[src/rtl/tmr8_pkg.sv]
// Shared types and constants for the dual-compare 8-bit timer.
// Assumes a single synchronous clock domain for all users.
package tmr8_pkg;
    localparam int CNT_W  = 8;
    localparam int ADDR_W = 3;
    localparam int NUM_CH = 2;

    // count source select codes
    localparam logic [1:0] SRC_STOP  = 2'b00;
    localparam logic [1:0] SRC_DIV_L = 2'b01;
    localparam logic [1:0] SRC_DIV_H = 2'b10;
    localparam logic [1:0] SRC_EXT   = 2'b11;

    // register addresses
    localparam logic [ADDR_W-1:0] A_CTRL = 3'd0;
    localparam logic [ADDR_W-1:0] A_CNT  = 3'd1;
    localparam logic [ADDR_W-1:0] A_CMPA = 3'd2;
    localparam logic [ADDR_W-1:0] A_CMPB = 3'd3;
    localparam logic [ADDR_W-1:0] A_FCLR = 3'd4;

    // output action; numeric order equals priority order
    typedef enum logic [1:0] {
        ACT_NONE = 2'b00,
        ACT_LOW  = 2'b01,
        ACT_HIGH = 2'b10,
        ACT_TOG  = 2'b11
    } act_e;
endpackage

[src/rtl/tmr8_src_sel.sv]
// Count-source selector and falling-edge detector.
// A free-running prescaler gives two roughly 50% duty clocks. The selector
// output feeds the edge register directly, so a select rewrite that moves
// the level from 1 to 0 produces one count pulse.
// Assumes ext_clk is already synchronous to clk.
module tmr8_src_sel
    import tmr8_pkg::*;
#(
    parameter int DIV_L_LOG2 = 3,
    parameter int DIV_H_LOG2 = 6
) (
    input  logic       clk,
    input  logic       rst_n,
    input  logic [1:0] src_sel,
    input  logic       ext_clk,
    output logic       cnt_tick
);
    localparam int PRE_W = DIV_H_LOG2;

    logic [PRE_W-1:0] pre_q;
    logic             sel_lvl;
    logic             lvl_q;

    // free-running prescaler
    always_ff @(posedge clk) begin
        if (!rst_n) pre_q <= '0;
        else        pre_q <= pre_q + 1'b1;
    end

    // pick the level of the selected source
    always_comb begin
        unique case (src_sel)
            SRC_DIV_L: sel_lvl = pre_q[DIV_L_LOG2-1];
            SRC_DIV_H: sel_lvl = pre_q[DIV_H_LOG2-1];
            SRC_EXT:   sel_lvl = ext_clk;
            default:   sel_lvl = 1'b0;
        endcase
    end

    // remember last cycle's selected level
    always_ff @(posedge clk) begin
        if (!rst_n) lvl_q <= 1'b0;
        else        lvl_q <= sel_lvl;
    end

    // a count pulse when the level was high and is now low
    assign cnt_tick = lvl_q & ~sel_lvl;

    // a source held stopped never produces a count pulse
    p_stop_silent_r1: assert property (@(posedge clk) disable iff (!rst_n)
        (src_sel == SRC_STOP && $past(src_sel) == SRC_STOP) |-> !cnt_tick);
    // an external high-to-low transition under a steady select counts
    p_ext_fall_r2: assert property (@(posedge clk) disable iff (!rst_n)
        (src_sel == SRC_EXT && $past(src_sel) == SRC_EXT
         && $past(ext_clk) && !ext_clk) |-> cnt_tick);
endmodule

[src/rtl/tmr8_cmp_ch.sv]
// One compare channel: compare register, match-event detector and sticky flag.
// The event fires in the first cycle that the counter equals the compare
// value. A flag set wins over a clear in the same cycle.
module tmr8_cmp_ch
    import tmr8_pkg::*;
#(
    parameter int W = CNT_W
) (
    input  logic         clk,
    input  logic         rst_n,
    input  logic         cmp_wr,
    input  logic [W-1:0] wr_data,
    input  logic [W-1:0] cnt,
    input  logic         flag_clr,
    output logic         match_ev,
    output logic         flag
);
    logic [W-1:0] cmp_q;
    logic         eq_now;
    logic         eq_prev;

    // compare register, reset to all ones
    always_ff @(posedge clk) begin
        if (!rst_n)      cmp_q <= '1;
        else if (cmp_wr) cmp_q <= wr_data;
    end

    assign eq_now = (cnt == cmp_q);

    // previous-cycle equality, used to find the first equal cycle
    always_ff @(posedge clk) begin
        if (!rst_n) eq_prev <= 1'b0;
        else        eq_prev <= eq_now;
    end

    assign match_ev = eq_now & ~eq_prev;

    // sticky match flag, set wins over clear
    always_ff @(posedge clk) begin
        if (!rst_n)        flag <= 1'b0;
        else if (match_ev) flag <= 1'b1;
        else if (flag_clr) flag <= 1'b0;
    end

    // an event always leaves the flag set
    p_flag_set_r6: assert property (@(posedge clk) disable iff (!rst_n)
        match_ev |=> flag);
    // a clear without an event leaves the flag low
    p_flag_clr_r6: assert property (@(posedge clk) disable iff (!rst_n)
        (flag_clr && !match_ev) |=> !flag);
endmodule

[src/rtl/tmr8_out_ctl.sv]
// Output pin control: resolves the actions of the two channels and updates
// the pin one edge after the event. On simultaneous events, the action with
// the higher priority is applied (toggle > high > low > none).
module tmr8_out_ctl
    import tmr8_pkg::*;
(
    input  logic clk,
    input  logic rst_n,
    input  logic ev_a,
    input  logic ev_b,
    input  act_e act_a,
    input  act_e act_b,
    output logic pin
);
    act_e win;

    // choose the single action to apply this cycle
    always_comb begin
        if (ev_a && ev_b)  win = (act_a > act_b) ? act_a : act_b;
        else if (ev_a)     win = act_a;
        else if (ev_b)     win = act_b;
        else               win = ACT_NONE;
    end

    // apply the chosen action to the pin register
    always_ff @(posedge clk) begin
        if (!rst_n) pin <= 1'b0;
        else begin
            unique case (win)
                ACT_LOW:  pin <= 1'b0;
                ACT_HIGH: pin <= 1'b1;
                ACT_TOG:  pin <= ~pin;
                default:  pin <= pin;
            endcase
        end
    end

    // with no event the pin holds
    p_pin_hold_r7: assert property (@(posedge clk) disable iff (!rst_n)
        (!ev_a && !ev_b) |=> $stable(pin));
    // toggle on either side of a double event flips the pin
    p_tog_wins_r8: assert property (@(posedge clk) disable iff (!rst_n)
        (ev_a && ev_b && (act_a == ACT_TOG || act_b == ACT_TOG))
        |=> pin != $past(pin));
    // drive-high beats drive-low and no-change when no toggle is present
    p_high_wins_r8: assert property (@(posedge clk) disable iff (!rst_n)
        (ev_a && ev_b && act_a != ACT_TOG && act_b != ACT_TOG
         && (act_a == ACT_HIGH || act_b == ACT_HIGH)) |=> pin);
endmodule

[src/rtl/tmr8_dual_cmp.sv]
// Top of the 8-bit timer with two compare outputs.
// Holds the control register and the counter, decodes the write port, and
// connects the source selector, two compare channels and the pin control.
// Assumes one write per cycle and ext_clk synchronous to clk.
module tmr8_dual_cmp
    import tmr8_pkg::*;
(
    input  logic              clk,
    input  logic              rst_n,
    input  logic              ext_clk,
    input  logic              wr_en,
    input  logic [ADDR_W-1:0] wr_addr,
    input  logic [CNT_W-1:0]  wr_data,
    output logic              tmr_out,
    output logic [CNT_W-1:0]  count,
    output logic              match_a_flag,
    output logic              match_b_flag,
    output logic              ovf_flag
);
    logic [1:0]       src_q;
    act_e             act_q [NUM_CH];
    logic [CNT_W-1:0] cnt_q;
    logic             tick;
    logic             ctrl_wr, cnt_wr, fclr_wr;
    logic [NUM_CH-1:0] cmp_wr, ev, flg;
    logic             unused_hi;

    assign ctrl_wr = wr_en && (wr_addr == A_CTRL);
    assign cnt_wr  = wr_en && (wr_addr == A_CNT);
    assign fclr_wr = wr_en && (wr_addr == A_FCLR);
    assign cmp_wr[0] = wr_en && (wr_addr == A_CMPA);
    assign cmp_wr[1] = wr_en && (wr_addr == A_CMPB);
    assign unused_hi = ^wr_data[CNT_W-1:6];

    // control register: source select and both action fields
    always_ff @(posedge clk) begin
        if (!rst_n) begin
            src_q    <= SRC_STOP;
            act_q[0] <= ACT_NONE;
            act_q[1] <= ACT_NONE;
        end else if (ctrl_wr) begin
            src_q    <= wr_data[1:0];
            act_q[0] <= act_e'(wr_data[3:2]);
            act_q[1] <= act_e'(wr_data[5:4]);
        end
    end

    tmr8_src_sel u_src (
        .clk      (clk),
        .rst_n    (rst_n),
        .src_sel  (src_q),
        .ext_clk  (ext_clk),
        .cnt_tick (tick)
    );

    // counter: a write wins over a count pulse
    always_ff @(posedge clk) begin
        if (!rst_n)      cnt_q <= '0;
        else if (cnt_wr) cnt_q <= wr_data;
        else if (tick)   cnt_q <= cnt_q + 1'b1;
    end

    // overflow flag: set on wrap, cleared by writing 1 to bit 2
    always_ff @(posedge clk) begin
        if (!rst_n)                                ovf_flag <= 1'b0;
        else if (tick && !cnt_wr && (&cnt_q))      ovf_flag <= 1'b1;
        else if (fclr_wr && wr_data[2])            ovf_flag <= 1'b0;
    end

    for (genvar i = 0; i < NUM_CH; i++) begin : g_ch
        tmr8_cmp_ch #(.W(CNT_W)) u_ch (
            .clk      (clk),
            .rst_n    (rst_n),
            .cmp_wr   (cmp_wr[i]),
            .wr_data  (wr_data),
            .cnt      (cnt_q),
            .flag_clr (fclr_wr && wr_data[i]),
            .match_ev (ev[i]),
            .flag     (flg[i])
        );
    end

    tmr8_out_ctl u_out (
        .clk   (clk),
        .rst_n (rst_n),
        .ev_a  (ev[0]),
        .ev_b  (ev[1]),
        .act_a (act_q[0]),
        .act_b (act_q[1]),
        .pin   (tmr_out)
    );

    assign count        = cnt_q;
    assign match_a_flag = flg[0];
    assign match_b_flag = flg[1];

    // a counter write always lands, whatever the count pulse does
    p_write_wins_r4: assert property (@(posedge clk) disable iff (!rst_n)
        cnt_wr |=> cnt_q == $past(wr_data));
    // a count pulse without a write adds exactly one
    p_step_r2: assert property (@(posedge clk) disable iff (!rst_n)
        (tick && !cnt_wr) |=> cnt_q == $past(cnt_q) + 8'd1);
    // without pulse or write the counter holds
    p_hold_r1: assert property (@(posedge clk) disable iff (!rst_n)
        (!tick && !cnt_wr) |=> $stable(cnt_q));
    // counting past 255 gives 0 and a set overflow flag
    p_wrap_r5: assert property (@(posedge clk) disable iff (!rst_n)
        (tick && !cnt_wr && cnt_q == 8'hFF) |=> (ovf_flag && cnt_q == 8'h00));
endmodule

[config.mk]
export PLATFORM = sky130hd
export DESIGN_NAME = tmr8_dual_cmp
export DESIGN_NICKNAME = d
export VERILOG_FILES = /design/src/rtl/tmr8_pkg.sv /design/src/rtl/tmr8_src_sel.sv /design/src/rtl/tmr8_cmp_ch.sv /design/src/rtl/tmr8_out_ctl.sv /design/src/rtl/tmr8_dual_cmp.sv
export SDC_FILE = /design/constraint.sdc
export NUM_CORES = 1
export LEC_CHECK = 0
export ABC_CLOCK_PERIOD_IN_PS = 3700
export CAP_MARGIN = 20
export CORE_ASPECT_RATIO = 1.5
export CORE_MARGIN = 10
export CORE_UTILIZATION = 45
export CTS_CLUSTER_DIAMETER = 40
export DETAILED_ROUTE_END_ITERATION = 7
export PLACE_DENSITY = 0.67
export SLEW_MARGIN = 25
export SYNTH_ARGS = -nofsm -noshare
export SYNTH_HDL_FRONTEND = slang
export SYNTH_SLANG_ARGS = --single-unit
[constraint.sdc]
create_clock -name clk -period 3.7 [get_ports clk]
set_input_delay 0.555 -clock clk [delete_from_list [all_inputs] [get_ports clk]]
set_output_delay 0.555 -clock clk [all_outputs]
set_load 0.02 [all_outputs]
Word level (Yosys, flattened, before mapping)
Memory sizes are Yosys's and may differ from the RTL's.
Cells that the tools add are included.
Widths: inputs -> output; s select.
- output and inout port bits: 12
- word-level logic and storage cells: 76
- bits in registers: 39
- RAM bits: 4
- memories kept: 1
- order comparisons: 1
- eq/ne operators: 12
- bitwise gates (word level): 9
- add/subtract/negate cells: 2
- multiplexer cells: 20
- reductions and logical operators: 19
- memory list (memory ; words ; bits a word ; read ports ; clocked after memory_dff ; wr ports ; line ; RTL):
    act_q ; 2 ; 2 ; 2 ; 0 ; 2 ; tmr8_dual_cmp.sv:21 ; act_e act_q [NUM_CH];
- operator list (cell ; number):
    $eq 8x8->1 ; 2
    $mux 8 ; 2
    $mux 2 ; 6
    $logic_and 1x1->1 ; 11
    $mux 1 ; 10
    $add 8x1->8 const B ; 1
    $eq 2x2->1 const B ; 4
    $reduce_and 8->1 ; 1
    $reduce_bool 2->1 ; 4
    $add 6x1->6 const B ; 1
    $eq 3x2->1 const B ; 2
    $pmux 1 s3 ; 2
    $eq 2x1->1 const B ; 2
    $not 1->1 ; 4
    $and 1x1->1 ; 3
    $eq 3x1->1 const B ; 1
    $eq 3x3->1 const B ; 1
    $logic_not 3->1 ; 1
    $reduce_bool 3->1 ; 1
    $gt 2x2->1 ; 1
    $or 1x1->1 ; 2
    $logic_not 1->1 ; 1

Depth between registers and ports, before layout
- depth after elaboration: 7
- depth in mapped cells: 8

Modules after synthesis
A second synthesis with hierarchy kept.
- cells, all modules: 211
- area total of the unflattened synthesis: 2105.8 sq um
- by module, submodules not included (module ; times used ; cells an instance ; area each (sq um)):
    tmr8_cmp_ch ; 2 ; 43 ; 440.4
    tmr8_dual_cmp ; 1 ; 75 ; 762.0
    tmr8_src_sel ; 1 ; 29 ; 292.8
    tmr8_out_ctl ; 1 ; 21 ; 170.2

Worst setup path before layout
Ideal clock, no wire load.
- path type: input-to-reg
- start: input port wr_en
- end: memory act_q[0][0] in the netlist's numbering (enable)
- data required time: 3.390 ns
- stages on the path: 3
- setup slack: 1.816 ns
- arrival time: 1.574 ns
- cells stage by stage: nor2b_1 nor3b_1 nand2b_1
- RTL lines (item ; line ; RTL):
    from (decl) ; tmr8_dual_cmp.sv:11 ; input logic wr_en,
    to (decl) ; tmr8_dual_cmp.sv:21 ;

Worst setup path after layout
- start: register cnt_q[3] (netlist: count[3])
- end: output port count[3]
- RTL lines (item ; line ; RTL):
    from (decl) ; tmr8_dual_cmp.sv:22 ; logic [CNT_W-1:0] cnt_q;
    from (signal assigned) ; tmr8_dual_cmp.sv:59 ; else if (cnt_wr) cnt_q <= wr_data;
    from (signal assigned) ; tmr8_dual_cmp.sv:60 ; else if (tick) cnt_q <= cnt_q + 1'b1;
    to (decl) ; tmr8_dual_cmp.sv:15 ; output logic [CNT_W-1:0] count,
No word-level cell between the ends.

==> impl_metrics.toml <==
[detailed_routing]
drcViolationCount = 0
ant_nets = 0
totalWireLength_um = 4380
num_vias = 1576
wl_per_cell_um = 14.5
drt_iter0_drc = 74
drt_pass1_iterations = 4
vias_per_cell = 5.24

[hold_path]
min_path_type = "register to register"
worstHoldStart = "u_src.pre_q[0]$_SDFF_PN0_"
whs_path_depth = 1
hold_path_end = "u_src.pre_q[0]$_SDFF_PN0_"

[sta]
fmax_mhz = 478
timing.slew.headroom = 0.537
rsz0062_at_grt = "false"
setup_viol = 0
fin_crit_sh = 0.565
period_minus_slack_ps = 2090
tns_ps = 0
finClkSkew_ps = 6.28
finalHoldViolations = 0
fin_ws_ps = 1610
slew_violations = 0
tightestPinTransition_ps = 688

[synthesis]
ys.flop_type = "dfxtp_1"
netlist_instances = 228
seq_area_frac_synth = 0.444
synth-seq-cells = 43
synth.distinct_cells = 38
synth_async_sr_flop_share = 0
avgSynthCellArea_sq_um = 8.90
syn_nets = 248
syn-cell-area_sq_um = 2030
synth_edf_count = 4
yosysWarningCount = 0

[clock_tree]
htree_levels = 2
numCtsBuffers = 5
cts_resized = 0
root_buffer = "clkbuf_8"
cts_hold_buf = 0
clk_latency_ps = 300
tritoncts = "built"
cts.clk_slew.worst_paths_ps = 80
post-cts-setup-buffers = 0
cts.sinks = 43
clockBufferDepth = 2

[power]
p_per_area_nw_per_um2 = 365
peakVddDrop_v = 0.000280
power.leakage_nw = 0.955

[layout]
fin_area_sq_um = 2380
utilization = 0.556
layout-drive-gt1-share = 0.0863
syn_to_final_growth_pct = 17.5
diodes = 0
final_cell_count_no_fill = 301
nets = 274
fillers = 425

[grt]
grt_first_pass_wirelength_um = 7430
track_usage = 0.127
grt_pass1_vias = 1550
antenna_found_initial = 0
grt-ovfl-total = 0
grt_max_degree = 30

[critical_path]
cp_num_buf_inv = 1
r2r_cells = 6
worstPathRequired_ps = 3140
crit_path_end_kind = "output port"
cp_top_family = "buffers and inverters"
cp_data_arrival_time_ps = 1540
crit_fanout = 7
startpoint_type = "register"
r2r-start = "count[7]$_SDFFE_PN0P_"
max_stage_delay_ps = 690
slowest_stage = "clkdlybuf4s50_1"
reg2reg_slack_ps = 1610
cp.depth = 1
path_cells = "clkdlybuf4s50_1"
r2r_end = "u_out.pin$_SDFFE_PN0P_"
critPathKind = "register to output port"

[die]
start_util = 0.474
ioPinCount = 27
fp.dieW_um = 74.8
core_region_area_sq_um = 4280
std_cell_rows = 29
die_area_sq_um = 7650
die_y_um = 102

[placement]
hpwl_um = 3300
portBuffers = 26
postPlaceCellArea_sq_um = 2300
preCtsSetupSlack_ps = 1340
gp_congestion = 0.805
place_inst = 293

[run_status]
outcome = "finished clean"

[job]
cap_violations = 0
## registers in the layout, summed over array words and instances (netlist names)
name	count
ovf_flag	1
g_ch.u_ch.flag	2
src_q	2
u_src.lvl_q	1
act_q	4
g_ch.u_ch.eq_prev	2
count	8
u_out.pin	1
u_src.pre_q	6
g_ch.u_ch.cmp_q	16
## kinds of logic (layout without fill, tap and decap cells)
| kind of cell | after synthesis | after routing | share of synthesized area |
|---|---|---|---|
| simple gates | 109 | 109 | 0.260 |
| flops | 43 | 43 | 0.444 |
| xor+xnor | 27 | 27 | 0.117 |
| compound gates | 23 | 23 | 0.0765 |
| buf+inv | 16 | 43 | 0.0438 |
| fa+ha+maj | 5 | 5 | 0.0308 |
| mux | 5 | 5 | 0.0278 |
## power breakdown
group	switching, mW	total [mW]	internal, mW
registers	0.0152	0.500	0.485
logic	0.0443	0.0869	0.0426
clock network	0.154	0.283	0.129
## layout by cell type, fill, tap and decap left out, drive strengths merged, types with 3 or more instances in the layout
cell	synthesis	final
nand4	4	4
ha	5	5
clkinv	0	3
xor2	14	14
edfxtp	4	4
xnor2	13	13
nor2	20	20
and3	7	7
o21ai	6	6
nand3	24	24
nand2	41	41
clkdlybuf4s50	0	26
mux2i	3	3
inv	7	7
nor3	3	3
a21oi	10	10
clkbuf	6	5
dfxtp	39	39
a211oi	5	5
## routing by layer
layer,vias up,global-route usage,wire [um]
met5,-,0,0
met4,0,0.0570,89
met3,9,0.0378,214
met2,34,0.209,2150
met1,714,0.147,1920
li1,819,-,-
## synth_stat cells, types with 2 or more instances
master,n,share of area
nor4_1,2,0.0062
dfxtp_1,39,0.38
nor2_1,19,0.035
xor2_1,14,0.060
ha_1,5,0.031
mux2i_1,3,0.015
nor3_1,2,0.0049
inv_1,7,0.013
a211oi_1,3,0.011
nand3_1,22,0.054
o211a_1,2,0.0099
o21ai_0,5,0.012
a21oi_1,10,0.025
xnor2_1,13,0.056
nand2_1,41,0.076
nand4_1,4,0.012
edfxtp_1,4,0.059
buf_6,2,0.011
nand3_2,2,0.0099
and3_1,7,0.022
clkbuf_1,5,0.0093
## how the worst max path moves through the flow
stage                               start  slack (ps)                         to
finish              count[3]$_SDFFE_PN0P_        1610                   count[3]
global route        count[7]$_SDFFE_PN0P_        1420     u_out.pin$_SDFFE_PN0P_
CTS                 count[7]$_SDFFE_PN0P_        1520     u_out.pin$_SDFFE_PN0P_
detailed placement                ext_clk        1340      count[5]$_SDFFE_PN0P_
global placement                  ext_clk        1380      count[5]$_SDFFE_PN0P_
floorplan                           wr_en        1820  act_q[0][0]$_SDFFCE_PN0P_
## metrics by stage
step	hold WS (ps)	power, mW
floorplan	418	0.561
global placement	428	0.597
detailed placement	437	0.598
CTS	457	0.881
global route	475	0.915
finish	454	0.870
## cell type report
| class | instances | area [sq um] | area share |
|---|---|---|---|
| multi-input cells | 169 | 1040 | 0.436 |
| flip-flops and latches | 43 | 901 | 0.378 |
| repair buffers | 28 | 275 | 0.116 |
| clock buffers | 5 | 68.8 | 0.0289 |
| well taps | 46 | 57.6 | 0.0242 |
| inverters | 7 | 26.3 | 0.0110 |
| clock inverters | 3 | 15.0 | 0.00630 |
No activity file was read; power rests on OpenSTA's default activity.
